===== config.mk =====
export PLATFORM = sky130hd
export DESIGN_NAME = spi_regbank_slave
export DESIGN_NICKNAME = d
export VERILOG_FILES = /design/src/rtl/spi_regbank_pkg.sv /design/src/rtl/spi_sync_chain.sv /design/src/rtl/spi_frame_engine.sv /design/src/rtl/spi_reg_store.sv /design/src/rtl/spi_regbank_slave.sv
export SDC_FILE = /design/constraint.sdc
export NUM_CORES = 1
export LEC_CHECK = 0
export ABC_AREA = 1
export ABC_CLOCK_PERIOD_IN_PS = 5900
export CAP_MARGIN = 20
export CORE_MARGIN = 2
export CORE_UTILIZATION = 35
export CTS_BUF_LIST = sky130_fd_sc_hd__clkbuf_4
export CTS_CLUSTER_DIAMETER = 100
export DETAILED_ROUTE_END_ITERATION = 16
export PLACE_DENSITY = 0.53
export SETUP_SLACK_MARGIN = 0.15
export SYNTH_ARGS = -nofsm -noshare
export SYNTH_HDL_FRONTEND = slang
export SYNTH_HIERARCHICAL = 1
export SYNTH_SLANG_ARGS = --single-unit

===== constraint.sdc =====
create_clock -name clk -period 5.9 [get_ports clk]
set_input_delay 0.885 -clock clk [delete_from_list [all_inputs] [get_ports clk]]
set_output_delay 0.885 -clock clk [all_outputs]
set_load 0.02 [all_outputs]

===== src/rtl/spi_regbank_pkg.sv =====
package spi_regbank_pkg;
    localparam int BYTE_W = 8;
    localparam int CMD_AW = 7;

    typedef enum logic {
        PH_CMD  = 1'b0,
        PH_DATA = 1'b1
    } phase_e;
endpackage


===== src/rtl/spi_sync_chain.sv =====
module spi_sync_chain #(
    parameter int             WIDTH     = 3,
    parameter int             STAGES    = 2,
    parameter logic [WIDTH-1:0] RESET_VAL = '0
) (
    input  logic             clk,
    input  logic             rst_n,
    input  logic [WIDTH-1:0] din,
    output logic [WIDTH-1:0] dout
);
    logic [WIDTH-1:0][STAGES-1:0] chain_d, chain_q;

    always_comb begin
        for (int b = 0; b < WIDTH; b++) begin
            chain_d[b] = {chain_q[b][STAGES-2:0], din[b]};
            dout[b]    = chain_q[b][STAGES-1];
        end
    end

    always_ff @(posedge clk or negedge rst_n) begin
        if (!rst_n) begin
            for (int b = 0; b < WIDTH; b++)
                chain_q[b] <= {STAGES{RESET_VAL[b]}};
        end else begin
            chain_q <= chain_d;
        end
    end
endmodule


===== src/rtl/spi_frame_engine.sv =====
module spi_frame_engine
    import spi_regbank_pkg::*;
(
    input  logic              clk,
    input  logic              rst_n,
    input  logic              cpol,
    input  logic              cpha,
    input  logic              ss_s,
    input  logic              sck_s,
    input  logic              mosi_s,
    input  logic [BYTE_W-1:0] status_byte,
    input  logic [BYTE_W-1:0] rd_data,
    output logic [CMD_AW-1:0] rd_addr,
    output logic              wr_en,
    output logic [CMD_AW-1:0] wr_addr,
    output logic [BYTE_W-1:0] wr_data,
    output logic              sel,
    output logic              miso_bit
);
    typedef struct packed {
        logic              sck_prev;
        logic              sel_prev;
        logic [2:0]        bit_cnt;
        logic [BYTE_W-1:0] rx_sh;
        logic [BYTE_W-1:0] tx_sh;
        logic [BYTE_W-1:0] nxt;
        logic              pend;
        phase_e            phase;
        logic              rd;
        logic [CMD_AW-1:0] addr;
    } eng_t;

    eng_t st_d, st_q;

    logic              sck_rise, sck_fall, sel_start;
    logic              lead, trail, samp, shft;
    logic [BYTE_W-1:0] rx_byte;

    always_comb begin
        sel       = ~ss_s;
        sck_rise  = sck_s & ~st_q.sck_prev;
        sck_fall  = ~sck_s & st_q.sck_prev;
        sel_start = sel & ~st_q.sel_prev;
        lead      = cpol ? sck_fall : sck_rise;
        trail     = cpol ? sck_rise : sck_fall;
        samp      = cpha ? trail : lead;
        shft      = cpha ? lead : trail;
        rx_byte   = {st_q.rx_sh[BYTE_W-2:0], mosi_s};

        rd_addr   = (st_q.phase == PH_CMD) ? rx_byte[CMD_AW-1:0]
                                           : st_q.addr + CMD_AW'(1);
        wr_addr   = st_q.addr;
        wr_data   = rx_byte;
        wr_en     = 1'b0;
        miso_bit  = st_q.tx_sh[BYTE_W-1];

        st_d          = st_q;
        st_d.sck_prev = sck_s;
        st_d.sel_prev = sel;

        if (!sel) begin
            st_d.bit_cnt = '0;
            st_d.phase   = PH_CMD;
            st_d.pend    = 1'b0;
        end else if (sel_start) begin
            st_d.bit_cnt = '0;
            st_d.phase   = PH_CMD;
            if (cpha) begin
                st_d.pend = 1'b1;
                st_d.nxt  = status_byte;
            end else begin
                st_d.pend  = 1'b0;
                st_d.tx_sh = status_byte;
            end
        end else begin
            if (shft) begin
                if (st_q.pend) begin
                    st_d.tx_sh = st_q.nxt;
                    st_d.pend  = 1'b0;
                end else begin
                    st_d.tx_sh = {st_q.tx_sh[BYTE_W-2:0], 1'b0};
                end
            end
            if (samp) begin
                st_d.rx_sh   = rx_byte;
                st_d.bit_cnt = st_q.bit_cnt + 3'd1;
                if (st_q.bit_cnt == 3'd7) begin
                    st_d.pend = 1'b1;
                    if (st_q.phase == PH_CMD) begin
                        st_d.rd    = rx_byte[BYTE_W-1];
                        st_d.addr  = rx_byte[CMD_AW-1:0];
                        st_d.phase = PH_DATA;
                        st_d.nxt   = rx_byte[BYTE_W-1] ? rd_data : '0;
                    end else begin
                        wr_en     = ~st_q.rd;
                        st_d.addr = st_q.addr + CMD_AW'(1);
                        st_d.nxt  = st_q.rd ? rd_data : '0;
                    end
                end
            end
        end
    end

    always_ff @(posedge clk or negedge rst_n) begin
        if (!rst_n) begin
            st_q <= '{sck_prev: 1'b0, sel_prev: 1'b0, bit_cnt: '0,
                      rx_sh: '0, tx_sh: '0, nxt: '0, pend: 1'b0,
                      phase: PH_CMD, rd: 1'b0, addr: '0};
        end else begin
            st_q <= st_d;
        end
    end
endmodule


===== src/rtl/spi_reg_store.sv =====
module spi_reg_store
    import spi_regbank_pkg::*;
#(
    parameter int NUM_REGS    = 16,
    parameter int STATUS_ADDR = 0,
    localparam int LOC_AW     = $clog2(NUM_REGS)
) (
    input  logic              clk,
    input  logic              rst_n,
    input  logic              spi_we,
    input  logic [CMD_AW-1:0] spi_waddr,
    input  logic [BYTE_W-1:0] spi_wdata,
    input  logic [CMD_AW-1:0] spi_raddr,
    output logic [BYTE_W-1:0] spi_rdata,
    input  logic              loc_we,
    input  logic [LOC_AW-1:0] loc_addr,
    input  logic [BYTE_W-1:0] loc_wdata,
    output logic [BYTE_W-1:0] loc_rdata,
    output logic [BYTE_W-1:0] status_byte
);
    logic [BYTE_W-1:0] regs_d [NUM_REGS];
    logic [BYTE_W-1:0] regs_q [NUM_REGS];

    always_comb begin
        for (int i = 0; i < NUM_REGS; i++) begin
            regs_d[i] = regs_q[i];
            if (loc_we && int'(loc_addr) == i)
                regs_d[i] = loc_wdata;
            if (spi_we && int'(spi_waddr) == i)
                regs_d[i] = spi_wdata;
        end
        spi_rdata   = (int'(spi_raddr) < NUM_REGS) ? regs_q[spi_raddr[LOC_AW-1:0]] : '0;
        loc_rdata   = (int'(loc_addr) < NUM_REGS) ? regs_q[loc_addr] : '0;
        status_byte = regs_q[STATUS_ADDR];
    end

    always_ff @(posedge clk or negedge rst_n) begin
        if (!rst_n) begin
            for (int i = 0; i < NUM_REGS; i++)
                regs_q[i] <= '0;
        end else begin
            for (int i = 0; i < NUM_REGS; i++)
                regs_q[i] <= regs_d[i];
        end
    end
endmodule


===== src/rtl/spi_regbank_slave.sv =====
module spi_regbank_slave
    import spi_regbank_pkg::*;
#(
    parameter int NUM_REGS    = 16,
    parameter int STATUS_ADDR = 0,
    parameter int SYNC_STAGES = 2,
    localparam int LOC_AW     = $clog2(NUM_REGS)
) (
    input  logic              clk,
    input  logic              rst_n,
    input  logic              cpol,
    input  logic              cpha,
    input  logic              ss_n,
    input  logic              sck,
    input  logic              mosi,
    output logic              miso_o,
    output logic              miso_oe,
    input  logic              loc_we,
    input  logic [LOC_AW-1:0] loc_addr,
    input  logic [BYTE_W-1:0] loc_wdata,
    output logic [BYTE_W-1:0] loc_rdata
);
    localparam int SER_W = 3;

    logic [SER_W-1:0]  ser_s;
    logic              sel, miso_bit;
    logic              spi_we;
    logic [CMD_AW-1:0] spi_waddr, spi_raddr;
    logic [BYTE_W-1:0] spi_wdata, spi_rdata, status_byte;

    spi_sync_chain #(
        .WIDTH    (SER_W),
        .STAGES   (SYNC_STAGES),
        .RESET_VAL(3'b001)
    ) i_sync (
        .clk  (clk),
        .rst_n(rst_n),
        .din  ({mosi, sck, ss_n}),
        .dout (ser_s)
    );

    spi_frame_engine i_engine (
        .clk        (clk),
        .rst_n      (rst_n),
        .cpol       (cpol),
        .cpha       (cpha),
        .ss_s       (ser_s[0]),
        .sck_s      (ser_s[1]),
        .mosi_s     (ser_s[2]),
        .status_byte(status_byte),
        .rd_data    (spi_rdata),
        .rd_addr    (spi_raddr),
        .wr_en      (spi_we),
        .wr_addr    (spi_waddr),
        .wr_data    (spi_wdata),
        .sel        (sel),
        .miso_bit   (miso_bit)
    );

    spi_reg_store #(
        .NUM_REGS   (NUM_REGS),
        .STATUS_ADDR(STATUS_ADDR)
    ) i_store (
        .clk        (clk),
        .rst_n      (rst_n),
        .spi_we     (spi_we),
        .spi_waddr  (spi_waddr),
        .spi_wdata  (spi_wdata),
        .spi_raddr  (spi_raddr),
        .spi_rdata  (spi_rdata),
        .loc_we     (loc_we),
        .loc_addr   (loc_addr),
        .loc_wdata  (loc_wdata),
        .loc_rdata  (loc_rdata),
        .status_byte(status_byte)
    );

    assign miso_oe = sel;
    assign miso_o  = sel & miso_bit;
endmodule


**Yosys cells after proc, flatten, opt, wreduce, memory -nomap -nowiden**

Cells that the tools add are included.

- Output and inout port bits: 10
- Bits in writable memories: 0
- Memory bits (read-only): 0
- Memories: 0
- Register bits: 173
- Bits of input ports: 20
- Bits in latches: 0

- Reduce and logical (&&, ||, !) cells: 61
- Eq/ne operators: 33
- Magnitude comparators: 3
- Multipliers: 0
- Add/subtract/negate cells: 2
- Bitwise logic cells: 13
- Mux-type cells: 66
- Shift-type cells: 0
- Divide/modulo/power cells: 0

Operators with widths:

| cell | number |
|---|---|
| $mux W8 | 44 |
| $bmux W8 S4 | 2 |
| $eq A7 B5 Y1 const B | 8 |
| $mux W18 | 3 |
| $reduce_bool A2 Y1 | 19 |
| $eq A4 B4 Y1 const B | 8 |
| $logic_and A1 B1 Y1 | 32 |
| $eq A7 B4 Y1 const B | 4 |
| $eq A4 B3 Y1 const B | 4 |
| $eq A7 B3 Y1 const B | 2 |
| $mux W1 | 12 |
| $mux W11 | 1 |
| $ge A5 B5 Y1 const B | 2 |
| $not A4 Y5 | 2 |
| $eq A4 B2 Y1 const B | 2 |
| $reduce_and A4 Y1 | 2 |
| $add A7 B1 Y7 const B | 1 |
| $eq A7 B2 Y1 const B | 1 |
| $logic_not A7 Y1 | 1 |
| $lt A7 B5 Y1 const B | 1 |
| $mux W7 | 1 |
| $not A1 Y1 | 7 |
| $mux W3 | 2 |
| $reduce_and A3 Y1 | 2 |
| other kinds (10) | 15 |

**Longest topological paths before layout**

- Depth after elaboration: 13
- Gate-level depth with buffers: 19

**Hierarchy**

The synthesis kept the hierarchy.

By module, submodules not included:

| module | times used | area each (um2) | sequential area each (um2) | cells each |
|---|---|---|---|---|
| spi_reg_store | 1 | 8981.1 | 3203.1 | 1406 |
| spi_frame_engine | 1 | 2285.9 | 950.9 | 303 |
| spi_sync_chain | 1 | 152.6 | 152.6 | 6 |
| spi_regbank_slave | 1 | 7.5 | 0.0 | 2 |

**Least setup slack after synthesis**

No wires, ideal clock.

- Path kind: input -> output
- Start: input port loc_addr[0]
- End: output port loc_rdata[5]
- Data arrival time: 1774 ps
- Data required time: 5015 ps
- Setup slack: 3241 ps
- Path buffers: 1
- Stages: 6
- Path through: nor2_2 clkbuf_1 nand2_1 o21ai_0 o21ai_0 nand4_1

- Longest elaborated chain between the ends: 4

RTL lines:

| what | line | RTL |
|---|---|---|
| start: declaration | spi_regbank_slave.sv:19 | `input logic [LOC_AW-1:0] loc_addr,` |
| $not A4 Y5 (implied by the code) | spi_reg_store.sv:33 | `loc_rdata = (int'(loc_addr) < NUM_REGS) ? regs_q[loc_addr] : '0;` |
| $bmux W8 S4 | spi_reg_store.sv:33 |  |
| $mux W8 (implied by the code) (2 in a row) | spi_reg_store.sv:33 |  |
| end: declaration | spi_regbank_slave.sv:21 | `output logic [BYTE_W-1:0] loc_rdata` |

No other way between the ends. The select of a mux whose other input is x is not followed.

**Worst setup path after layout**

- Start: input port loc_addr[0]
- End: output port loc_rdata[3]

The elaborated chain is that of the path after synthesis.

==> summary.md <==
| Metric | Value |
|---|---|
| Status | `finished, final reports clean` |
| Busiest metal layer after global routing | `met2` |
| Global routing met2 resource utilization | `0.4311` |
| Total CTS buffers | `17` |
| Endpoints failing setup | `0` |
| Worst setup skew after layout | `0.03949 ns` |
| Clock sink count | `172` |
| Number of failing hold endpoints at the final stage | `0` |
| WP data required | `5.02 ns` |
| Post-synthesis adder-cell area fraction | `0.003285` |
| Drt total wl | `between 40,000 and 50,000 µm` |
| Fin Setup TNS | `0 ns` |
| Power density over the cells | `283.5 mW/mm²` |
| Unrepaired setup endpoints after global routing | `false` |
| Average cell area after synthesis | `6.655 µm²` |
| Logic gate share of total power | `0.351` |
| Arrival time reported for the critical path endpoint | `3.72 ns` |
| Sequential element share of the synthesized area | `0.3769` |
| Total power | `3.449 mW` |
| Post-CTS setup-driven buffer insertion count | `0` |
| YS warnings | `6` |
| Antenna violations before repair | `2` |
| Largest net degree at the start of global routing | `82` |
| Post-Synth Simple-Gate Area | `0.3998` |
| Effective utilization at floorplan | `0.3530` |
| Routed len/inst | `around 21 µm` |
| Reported net switching power | `1.531 mW` |
| Portion of total power attributed to the clock network | `0.188` |
| Clk Tree Root Cell | `clkbuf_4` |
| Post-layout nets | `1,716` |
| Horiz. Die Dim | `about 180 µm` |
| Complex-gate fraction of the synthesized area | `0.1127` |
| Total grt overflow | `0` |
| Type of element launching the critical path | `input port` |
| Gate Count Post-Synth | `~1,700` |
| Post-DP Area | `0.01193 mm²` |
| Remaining antenna violation count | `0` |
| Largest vdd supply drop | `0.0001092 V` |
| Hold Buf Count CTS | `0` |
| Final instance area | `0.01216 mm²` |
| Synth Area in XOR/XNOR | `0` |
| Via count of the routed design | `11,480` |
| Resized Gates After CTS | `0` |
| Met1 layer usage reported by global route | `0.3631` |
| Mux share of post-synthesis cell area | `0` |
| Netlist area before placement | `around 0.011 mm²` |
| Number of distinct library cells after synthesis | `31` |
| Std-Cell Core Area | `0.03237 mm²` |
| Slew margin rel. | `0.2836` |
| Leakage power | `5.649 nW` |
| Clk_lat worst skew | `approximately 0.65 ns` |
| Synthesized Nets | `between 1,500 and 2,000` |
| Number of placed instances, taps included | `2,116` |
| Worst Setup Path Type | `input port to output pin` |
| Class of the tightest hold or removal check | `input port to async pin` |
| Vias in the first global route | `11,050` |
| Clk buf depth | `2` |
| Switching power as a share of total power | `0.4440` |
| Register clock-pin slew on the reported worst setup and hold paths | `between 0.15 and 0.2 ns` |
| Shortest clock period the worst path allows after layout | `4.609 ns` |
| Crit path capture type | `output pin` |
| Height of the die | `184.7 µm` |
| Via-per-instance ratio | `5.340` |
| Number of DRC violations after detailed-routing iteration 0 | `1,091` |
| Relative contribution of sequential cells to total power | `0.461` |
| Area growth from synthesis to layout | `6.449%` |
| Final-layout fill cell count | `3,531` |
| Actual transition at the worst max-transition pin | `~1.1 ns` |
| Area of the die | `0.03411 mm²` |
| Fin. max-slew vios | `0` |
| RD Place Congestion | `0.9727` |
| Crit path max fanout | `34` |
| Met3 usage | `0.05493` |
| GRT Util Overall | `0.2744` |
| Non-filler instance count after layout | `roughly 2,200` |
| Register bit count reported by yosys | `172` |
| Detailed-router iteration count before antenna repair | `6` |
| P_int | `1.918 mW` |
| Main combinational cell family by area after synthesis | `simple AND/OR/NAND/NOR gates` |
| Fraction of final layout cells with drive strength greater than 1 | `0.09261` |
| Total number of placement rows | `66` |
| Final routed DRC violation total | `0` |
| Highest Clock Rate | `217.0 MHz` |
| Max_cap viols | `0` |
| Top-level I/O count | `30` |
| Sum of net half-perimeters after detailed placement | `32,000 µm` |
| H-tree lvl count | `4` |
| Global-route wire length before repair | `between 60,000 and 70,000 µm` |
| Clock tree from TritonCTS | `yes` |
| Port buffer count | `29` |
| Period utilization | `0.7811` |
stage by stage:
| stage | setup WS (ns) | hold slack [ns] | utilization |
|---|---|---|---|
| floorplan | 3.241 | 0.3312 | - |
| global placement | 1.387 | 0.3324 | 0.3684 |
| detailed placement | 1.425 | 0.3358 | 0.3684 |
| CTS | 1.420 | 0.2575 | 0.3756 |
| global route | 1.307 | 0.2883 | 0.3757 |
| finish | 1.291 | 0.2435 | 0.3758 |
worst max-delay path, cell delays in order:
cell and delay (ns):
clkdlybuf4s50_1 0.58, nand2_2 0.49, o21ai_0 0.79, o21ai_1 0.20, nand4_1 0.15, clkdlybuf4s50_1 0.62
routing by layer:
| layer | vias up | wire [µm] |
|---|---|---|
| li1 | 5448 | - |
| met1 | 5440 | 18940 |
| met2 | 487 | 20410 |
| met3 | 107 | 3661 |
| met4 | 0 | 2168 |
| met5 | - | 0 |
state kept, by name (all words and copies together), names as in the netlist:
signal,flops
i_engine/st_q,23
i_sync/chain_d,3
i_sync/dout,3
i_store/status_byte,8
i_store/regs_q,120
i_engine/wr_data,7
i_engine/wr_addr,7
i_engine/miso_bit,1
synthesized netlist by cell type, drive strengths merged:
master	count	share of area
nand4	16	0.0088
o21a	8	0.0053
nor3	3	0.0033
a21oi	27	0.013
nand3	257	0.12
or3	1	0.00055
o211ai	32	0.021
clkinv	4	0.0013
dfrtp	170	0.37
inv	177	0.058
buf	55	0.034
dfstp	2	0.0046
nand2	591	0.20
nor2	161	0.070
ha	3	0.0033
clkbuf	42	0.014
o21ai	168	0.074
power groups by stage:
stage / clock (mW) / sequential [mW] / combinational (mW)
finish: 0.649 / 1.59 / 1.21
CTS: 0.669 / 1.58 / 1.18
global route: 0.721 / 1.61 / 1.32
floorplan: 0 / 1.53 / 0.755
detailed placement: 0 / 1.60 / 1.18
global placement: 0 / 1.61 / 1.18
kinds of logic (layout without fill, tap and decap cells):
kind of cell	after synthesis	after routing
buf+inv	278	267
flops	172	172
compound gates	235	235
other cells	0	2
fa+ha+maj	3	3
simple gates	1029	1029
final timing paths:
kind                                    from                 end  slack [ns]  cells past startpoint
max                              loc_addr[0]        loc_rdata[3]        1.29                      6
min                                    rst_n   i_store/regs_q[0]        0.24                      1
max reg2reg                 i_engine/st_q[8]   i_engine/st_q[17]        1.65                     15
min reg2reg                i_sync/chain_d[5]      i_sync/dout[2]        0.37                      0
max in group asynchronous              rst_n  i_store/regs_q[57]        4.50                      2
min in group clk           i_sync/chain_d[5]      i_sync/dout[2]        0.37                      0
cell usage in the layout, fill, tap and decap left out, drive strengths merged, types with 8 or more instances in the layout:
cell type	n
nand2	591
nand3	257
inv	179
dfrtp	170
o21ai	168
nor2	161
o211ai	32
clkdlybuf4s50	28
a21oi	27
buf	26
clkbuf	18
nand4	16
clkinv	13
o21a	8
final cells by class:
class | instances | area, µm² | share of cell area
inverters | 181 | 681.9 | 0.05606
flip-flops and latches | 172 | 4307 | 0.3540
well taps | 442 | 553.0 | 0.04546
repair buffers | 54 | 479.2 | 0.03940
clock buffers | 18 | 135.1 | 0.01111
clock inverters | 14 | 98.84 | 0.008126
multi-input cells | 1267 | 5904 | 0.4854
diodes | 2 | 5.005 | 0.0004114
(Power assumes the default switching activity.)
